==> src/rtl/fsr_pkg.sv <==
package fsr_pkg;

  // entry step plus the six preamble steps
  localparam int PRE_STEPS = 7;

  // serial clock level during step idx of a sequence
  function automatic logic step_clk(input int idx);
    if (idx == 0)      return 1'b0;
    else if (idx <= 2) return 1'b1;
    else if (idx <= 4) return 1'b0;
    else if (idx <= 6) return 1'b1;
    else               return (idx % 2) == 1;
  endfunction

  // latch level during step idx; held is the level carried in from before
  function automatic logic step_latch(input int idx, input logic held);
    if (idx <= 1)      return held;
    else if (idx <= 3) return 1'b1;
    else if (idx <= 5) return 1'b0;
    else               return 1'b1;
  endfunction

  // data is taken at the end of each low half of a shift pulse
  function automatic logic is_sample_step(input int idx);
    return (idx >= PRE_STEPS + 1) && ((idx % 2) == 0);
  endfunction

endpackage

==> src/rtl/fsr_sync.sv <==
module fsr_sync #(
  parameter int W = 2,
  parameter logic [W-1:0] RST_VAL = '0
) (
  input  logic         clk,
  input  logic         rst_n,
  input  logic [W-1:0] d_i,
  output logic [W-1:0] q_o
);
  logic [W-1:0] s1_q, s2_q;

  always_ff @(posedge clk or negedge rst_n) begin
    if (!rst_n) begin
      s1_q <= RST_VAL;
      s2_q <= RST_VAL;
    end else begin
      s1_q <= d_i;
      s2_q <= s1_q;
    end
  end

  assign q_o = s2_q;
endmodule

==> src/rtl/fsr_step_timer.sv <==
module fsr_step_timer #(
  parameter int DIV = 2500
) (
  input  logic clk,
  input  logic rst_n,
  input  logic run,
  output logic tick
);
  localparam int CW = (DIV > 1) ? $clog2(DIV) : 1;

  logic [CW-1:0] cnt_q;

  assign tick = run && (int'(cnt_q) == DIV - 1);

  always_ff @(posedge clk or negedge rst_n) begin
    if (!rst_n)             cnt_q <= '0;
    else if (!run || tick)  cnt_q <= '0;
    else                    cnt_q <= cnt_q + 1'b1;
  end
endmodule

==> src/rtl/fsr_shifter.sv <==
module fsr_shifter #(
  parameter int W = 32
) (
  input  logic         clk,
  input  logic         rst_n,
  input  logic         shift_en,
  input  logic         bit_i,
  output logic [W-1:0] next_o
);
  logic [W-2:0] hist_q;

  // earlier bits move toward the MSB, the new bit enters at bit 0
  assign next_o = {hist_q, bit_i};

  always_ff @(posedge clk or negedge rst_n) begin
    if (!rst_n)        hist_q <= '0;
    else if (shift_en) hist_q <= next_o[W-2:0];
  end
endmodule

==> src/rtl/fault_scan_master.sv <==
module fault_scan_master
  import fsr_pkg::*;
#(
  parameter int STEP_DIV = 2500,
  parameter int DATA_W   = 32
) (
  input  logic              clk,
  input  logic              rst_n,
  input  logic              start_i,
  input  logic              nfault_n_i,
  input  logic              sdo_i,
  output logic              sclk_o,
  output logic              latch_o,
  output logic              busy_o,
  output logic              done_o,
  output logic [DATA_W-1:0] fault_data_o,
  output logic              fault_valid_o
);
  localparam int LAST_IDX = PRE_STEPS - 1 + 2 * DATA_W;
  localparam int IDX_W    = $clog2(LAST_IDX + 1);

  // synchronized inputs
  logic [1:0] sync_q;
  logic       nf_s, sdo_s, nf_prev_q;

  fsr_sync #(.W(2), .RST_VAL(2'b10)) u_sync (
    .clk   (clk),
    .rst_n (rst_n),
    .d_i   ({nfault_n_i, sdo_i}),
    .q_o   (sync_q)
  );
  assign nf_s  = sync_q[1];
  assign sdo_s = sync_q[0];

  // named internal events
  logic nf_edge, step_tick, seq_end, sample_en, seq_launch, launch_dbl, publish;

  assign nf_edge = nf_s ^ nf_prev_q;

  // sequence state
  logic             busy_q, more_q, edge_pend_q, start_pend_q;
  logic [IDX_W-1:0] idx_q, idx_nxt;
  logic             sclk_q, latch_q, done_q, valid_q;
  logic [DATA_W-1:0] data_q, word_nxt;

  assign idx_nxt   = idx_q + 1'b1;
  assign seq_end   = busy_q && step_tick && (int'(idx_q) == LAST_IDX);
  assign sample_en = busy_q && step_tick && is_sample_step(int'(idx_q));

  fsr_step_timer #(.DIV(STEP_DIV)) u_timer (
    .clk   (clk),
    .rst_n (rst_n),
    .run   (busy_q),
    .tick  (step_tick)
  );

  fsr_shifter #(.W(DATA_W)) u_shift (
    .clk      (clk),
    .rst_n    (rst_n),
    .shift_en (sample_en),
    .bit_i    (sdo_s),
    .next_o   (word_nxt)
  );

  // decide what starts next and whether a result is published
  always_comb begin
    seq_launch = 1'b0;
    launch_dbl = 1'b0;
    publish    = 1'b0;
    if (!busy_q) begin
      if (nf_edge) begin
        seq_launch = 1'b1;
        launch_dbl = 1'b1;
      end else if (start_i) begin
        seq_launch = 1'b1;
      end
    end else if (seq_end) begin
      if (edge_pend_q || nf_edge) begin
        seq_launch = 1'b1;
        launch_dbl = 1'b1;
      end else if (more_q) begin
        seq_launch = 1'b1;
      end else begin
        publish    = 1'b1;
        seq_launch = start_pend_q || start_i;
      end
    end
  end

  always_ff @(posedge clk or negedge rst_n) begin
    if (!rst_n) begin
      nf_prev_q    <= 1'b1;
      busy_q       <= 1'b0;
      more_q       <= 1'b0;
      edge_pend_q  <= 1'b0;
      start_pend_q <= 1'b0;
      idx_q        <= '0;
      sclk_q       <= 1'b0;
      latch_q      <= 1'b0;
      done_q       <= 1'b0;
      valid_q      <= 1'b0;
      data_q       <= '0;
    end else begin
      nf_prev_q <= nf_s;
      done_q    <= publish;

      if (publish) begin
        data_q  <= word_nxt;
        valid_q <= 1'b1;
      end else if (nf_edge) begin
        valid_q <= 1'b0;
      end

      if (launch_dbl)              edge_pend_q <= 1'b0;
      else if (busy_q && nf_edge)  edge_pend_q <= 1'b1;

      if (seq_launch)              start_pend_q <= 1'b0;
      else if (busy_q && start_i)  start_pend_q <= 1'b1;

      if (seq_launch) begin
        busy_q <= 1'b1;
        more_q <= launch_dbl;
        idx_q  <= '0;
        sclk_q <= 1'b0;
      end else if (seq_end) begin
        busy_q <= 1'b0;
        sclk_q <= 1'b0;
      end else if (busy_q && step_tick) begin
        idx_q   <= idx_nxt;
        sclk_q  <= step_clk(int'(idx_nxt));
        latch_q <= step_latch(int'(idx_nxt), latch_q);
      end
    end
  end

  assign sclk_o        = sclk_q;
  assign latch_o       = latch_q;
  assign busy_o        = busy_q;
  assign done_o        = done_q;
  assign fault_data_o  = data_q;
  assign fault_valid_o = valid_q;
endmodule

==> config.mk <==
export PLATFORM = sky130hd
export DESIGN_NAME = fault_scan_master
export DESIGN_NICKNAME = d
export VERILOG_FILES = /design/src/rtl/fsr_pkg.sv /design/src/rtl/fsr_sync.sv /design/src/rtl/fsr_step_timer.sv /design/src/rtl/fsr_shifter.sv /design/src/rtl/fault_scan_master.sv
export SDC_FILE = /design/constraint.sdc
export NUM_CORES = 1
export LEC_CHECK = 0
export ABC_AREA = 0
export BUFFER_PORTS_ARGS = -buffer_cell sky130_fd_sc_hd__buf_2
export CAP_MARGIN = 25
export CORE_MARGIN = 10
export CORE_UTILIZATION = 40
export CTS_BUF_LIST = sky130_fd_sc_hd__clkbuf_4
export DETAILED_ROUTE_END_ITERATION = 16
export GPL_ROUTABILITY_DRIVEN = 0
export PLACE_DENSITY_LB_ADDON = 0.3
export SLEW_MARGIN = 40
export SYNTH_ARGS = -nofsm -noshare
export SYNTH_HDL_FRONTEND = slang
export SYNTH_HIERARCHICAL = 1
export SYNTH_SLANG_ARGS = --single-unit
==> constraint.sdc <==
create_clock -name clk -period 6.2 [get_ports clk]
set_input_delay 1.24 -clock clk [delete_from_list [all_inputs] [get_ports clk]]
set_output_delay 1.24 -clock clk [all_outputs]
set_load 0.01 [all_outputs]
=== Yosys cells after proc, flatten, opt, wreduce, memory -nomap -nowiden ===
Index checks and enable logic that the tools add are counted.
Widths: inputs -> output; s select.

* Bits in registers: 95
* Logic and storage cells: 87
* Bits of input ports: 5

* Bitwise gates (word level): 4
* Multiplexer cells: 35
* Reductions and logical operators: 21
* Magnitude comparators: 7
* Eq/ne operators: 3
* $add $sub $neg: 2

{| class="wikitable"
|+ Operator list
! operator !! count
|-
| $logic_not 32->1 || 1
|-
| $mux 1 || 31
|-
| $le 7x3->1 const B || 3
|-
| $mux 7 || 3
|-
| $le 7x2->1 const B || 2
|-
| $add 12x1->12 const B || 1
|-
| $eq 12x12->1 const B || 1
|-
| $mux 12 || 1
|-
| $reduce_bool 2->1 || 5
|-
| $add 7x1->7 const B || 1
|-
| $eq 7x7->1 const B || 1
|-
| $ge 7x4->1 const B || 1
|-
| $le 7x1->1 const B || 1
|-
| $logic_and 1x1->1 || 7
|-
| $logic_not 7->1 || 1
|-
| $reduce_and 4->1 || 1
|-
| $logic_or 1x1->1 || 3
|-
| $not 1->1 || 3
|-
| $reduce_bool 3->1 || 1
|-
| $ne 2x1->1 const B || 1
|-
| $reduce_and 2->1 || 1
|-
| $logic_not 1->1 || 1
|-
| $xor 1x1->1 || 1
|}

=== Longest topological paths before layout ===
* Depth in word-level cells: 9
* Depth in mapped cells: 8
* Gate-level depth less buffers: 8

=== By module ===
Netlist, hierarchy kept.

{| class="wikitable"
|+ By module, submodules not included
! module !! area an instance (um^2) !! sequential area each (um^2) !! cells each !! instances
|-
| fault_scan_master || 2190.9 || 1202.4 || 168 || 1
|-
| fsr_shifter || 1166.1 || 775.7 || 66 || 1
|-
| fsr_step_timer || 586.8 || 300.3 || 56 || 1
|-
| fsr_sync || 102.6 || 102.6 || 4 || 1
|}

=== Least setup slack after synthesis ===
Ideal clock, no wire load.

* Path kind: reg-to-reg
* From: reg u_timer.cnt_q[0]
* To: reg u_shift.hist_q[0]
* Stages on the path, launching flop included: 9
* Clock period less this slack: 2.530 ns
* Setup slack: 3.670 ns
* Required time: 6.075 ns
* Arrival: 2.405 ns
* Cells stage by stage: dfrtp_1 -> ha_1 -> nor4bb_1 -> nand3_1 -> nor2_1 -> nand2_1 -> a211oi_1 -> buf_6 -> mux2_2

* Cells in the longest elaborated chain, start to end: 4

{| class="wikitable"
|+ Ends and longest elaborated chain
! what !! RTL line !! source
|-
| from (decl) || fsr_step_timer.sv:11 || <nowiki>logic [CW-1:0] cnt_q;</nowiki>
|-
| from (signal assigned) || fsr_step_timer.sv:18 || <nowiki>else cnt_q <= cnt_q + 1'b1;</nowiki>
|-
| $eq 12x12->1 || fsr_step_timer.sv:13 || <nowiki>assign tick = run && (int'(cnt_q) == DIV - 1);</nowiki>
|-
| $logic_and 1x1->1 || fsr_step_timer.sv:13 ||
|-
| via step_tick || fault_scan_master.sv:36 || <nowiki>logic nf_edge, step_tick, seq_end, sample_en, seq_launch, launch_dbl, publish;</nowiki>
|-
| $logic_and 1x1->1 (2 in series) || fault_scan_master.sv:48 || <nowiki>assign sample_en = busy_q && step_tick && is_sample_step(int'(idx_q));</nowiki>
|-
| via sample_en || fault_scan_master.sv:36 ||
|-
| to (signal assigned) || fsr_shifter.sv:17 || <nowiki>else if (shift_en) hist_q <= next_o[W-2:0];</nowiki>
|-
| to (decl) || fsr_shifter.sv:10 || <nowiki>logic [W-2:0] hist_q;</nowiki>
|}

The timed path passes the listed nets, and every way through them passes these cells.
A chain may end at the register's enable or synchronous reset.

=== Final worst setup path ===
* From: reg u_timer.cnt_q[0]
* To: reg u_shift.hist_q[20]

The elaborated chain is that of the path after synthesis.

==> flow_summary.yaml <==
power_and_ir_drop:
  p_clk_frac: 0.274
  power_frac_comb: 0.104
  pwr-share-seq: 0.622
  power_switching_mw: 0.333
  swShare: 0.293
  p_int_mw: 0.805
  peakVddDrop_uv: 94.3
  p_leak_nw: 2.28
  powerDensity_nw_per_um2: 253
setup_path:
  critPathCaptureType: "flip-flop"
  slowest_stage: "dfrtp_1"
  cp_max_fo: 31
  start_kind: "flip-flop"
  critical-path-max-stage-delay_ns: 0.42
  path_class: "reg2reg"
  arrival_ns: 3.02
  crit_required_ns: 6.53
  crit_chain: "ha_1, nor4bb_1, nand3_1, nor2_1, nand2_1, a211oi_4, buf_4, mux2_2"
  rrSetupSlack_ns: 3.51
layout:
  syn_to_final_growth_pct: 10.9
  final_common_cell: "dfrtp_1"
  diodes: 0
  fin_util: 0.457
  instances_no_fill: 476
  final_cell_mix: "dfrtp_1, mux2_2, buf_2"
  drive_above_1_share: 0.379
  fin_nets: 351
  fill_cells: 939
timing:
  fin_skew_ns: 0.0187
  max_slew_margin: 0.516
  tightest_slew_ns: 0.727
  slew_viol_final: 0
  setup_tns_ns: 0
  rsz0062_at_grt: "false"
  layout_setup_ws_ns: 3.51
  clock.fmax_mhz: 372
  finalCritPeriodShare: 0.434
  setup_viol: 0
  hold_violations: 0
  fin_crit_ns: 2.69
cts:
  numCtsBuffers: 9
  cts_resized: 0
  cts.clk_slew.worst_paths_ns: 0.14
  h-tree-depth: 3
  hold_buffers: 0
  worstSkewPairLatency_ns: 0.45
  cts_root_buf: "clkbuf_4"
  clockBufferDepth: 2
  cts_tree: "built"
  post_cts_buffers: 0
  cts_sinks: 95
global_route:
  grt_pass1_wl_mm: 11.6
  grt_pass1_vias: 2412
  antenna_found_initial: 0
  grt_overflow: 0
  globalRouteTotalUtil: 0.0971
  grt_max_degree: 83
logic_synthesis:
  syn_area_per_cell_um2: 13.8
  yosysWarningCount: 6
  yosysSeqAreaShare: 0.588
  syn_nets: 307
  syn_area_um2: 4050
  ys_types: 42
  syn_inst: 294
  ys_ff_latch: 95
floorplan:
  die-area_um2: 14500
  start_util: 0.412
  num_rows: 36
  die_h_um: 121
  die_width_um: 121
  ios: 42
  core_area_um2: 9820
routing:
  antenna_left: 0
  routed_wl_mm: 6.78
  drcViolationCount: 0
  drt_iter0_markers: 117
  drt-pass1-iter-count: 4
  vias: 2317
  routedWlPerCell_um: 14.3
  viasPerCell: 4.87
placement:
  port_buffers: 41
  place_hpwl_mm: 4.68
  pre_cts_ws_ns: 3.52
  place_inst: 460
flow_run:
  drv_cap: 0
hold_path:
  hold_class: "reg2reg"
status:
  outcome: "complete, no violations"
-- power by group through the flow --
stage                     registers (mW)  logic (mW)  clock network, mW
after global placement             0.718       0.118                  0
after detailed placement           0.719       0.122                  0
final                              0.708       0.119              0.311
after floorplan                    0.701       0.104                  0
after global routing               0.714       0.139              0.351
after CTS                          0.708       0.122              0.326
-- synth_stat cells, drive strengths merged --
cell type	n	area (um2)
o21ai	7	35.0
dfstp	3	78.8
nor2b	1	6.26
nand4	5	31.3
and4	2	22.5
nor4bb	1	10.0
or2	1	6.26
nand2	8	35.0
and3	4	25.0
xor2	6	52.6
a21bo	1	10.0
a21oi	7	35.0
mux2	63	709
a311oi	2	17.5
or3	2	12.5
nand3	7	47.6
a211o	1	8.76
nor4b	1	23.8
mux2i	2	20.0
a21o	3	22.5
dfrtp	92	2300
a211oi	1	7.51
clkbuf	3	11.3
buf	8	86.3
xnor2	9	78.8
nor4	2	27.5
o21a	3	22.5
nor3	4	31.3
o21bai	2	15.0
o22ai	2	12.5
inv	7	26.3
ha	8	100
nor2	20	77.6
a31oi	4	25.0
and2	2	12.5
-- per-stage QoR --
stage / area [um2] / hold WS, ns / total power [mW]
5_1_grt: 4490 / 0.373 / 1.20
3_5_place_dp: 4360 / 0.336 / 0.841
2_1_floorplan: 4050 / 0.331 / 0.805
6_report: 4490 / 0.369 / 1.14
4_1_cts: 4490 / 0.372 / 1.16
3_3_place_gp: 4360 / 0.332 / 0.835
-- cell type report --
cell class	instances	area (um2)	area share
inverters	7	26.3	0.00585
multi-input cells	181	1550	0.346
well taps	133	166	0.0371
repair buffers	44	234	0.0521
flip-flops and latches	95	2380	0.530
clock buffers	10	75.1	0.0167
clock inverters	6	52.6	0.0117
-- routing by layer --
metal	wire [um]	global-route usage	up-vias
met5	0	0	-
li1	-	-	1122
met1	3110	0.116	1156
met3	329	0.0330	7
met4	97	0.0430	0
met2	3250	0.156	32
-- logic make-up (layout without fill, tap and decap cells) --
family / after synthesis / count (layout) / synth area share
and+or+nand+nor: 60 / 60 / 0.0912
adders and majority gates: 8 / 8 / 0.0247
DFF: 95 / 95 / 0.588
AOI/OAI and AO/OA: 33 / 33 / 0.0523
buffers and inverters: 18 / 67 / 0.0306
xor gates and xnor gates: 15 / 15 / 0.0325
muxes: 65 / 65 / 0.180
-- registers in the layout, summed over array words and instances (netlist names) --
name	cells
latch_o	1
more_q	1
u_sync/q_o	2
u_shift/hist_q	31
nf_prev_q	1
edge_pend_q	1
done_o	1
sclk_o	1
u_timer/cnt_q	12
fault_data_o	32
idx_q	7
busy_o	1
u_sync/s1_q	2
fault_valid_o	1
start_pend_q	1
-- worst max-delay path: cells and delay by family, from the launching register on --
kind	cells	cell delay, ns
AOI/OAI and AO/OA	1	0.25
adders and majority gates	1	0.21
buffers and inverters	1	0.39
DFF	1	0.42
muxes	1	0.38
and+or+nand+nor	4	0.92
-- final timing paths --
check                                                      end                  startpoint  cells past startpoint
max in group asynchronous              edge_pend_q$_DFFE_PN0P_                       rst_n                      2
worst max register to register  u_shift/hist_q[20]$_DFFE_PN0P_  u_timer/cnt_q[0]$_DFF_PN0_                      8
min in group asynchronous         fault_data_o[18]$_DFFE_PN0P_                       rst_n                      1
worst min register to register         u_sync/q_o[1]$_DFF_PN1_    u_sync/s1_q[1]$_DFF_PN1_                      0
worst max-delay path            u_shift/hist_q[20]$_DFFE_PN0P_  u_timer/cnt_q[0]$_DFF_PN0_                      8
worst min-delay path                   u_sync/q_o[1]$_DFF_PN1_    u_sync/s1_q[1]$_DFF_PN1_                      0
Power figures use the tool's default switching activity.
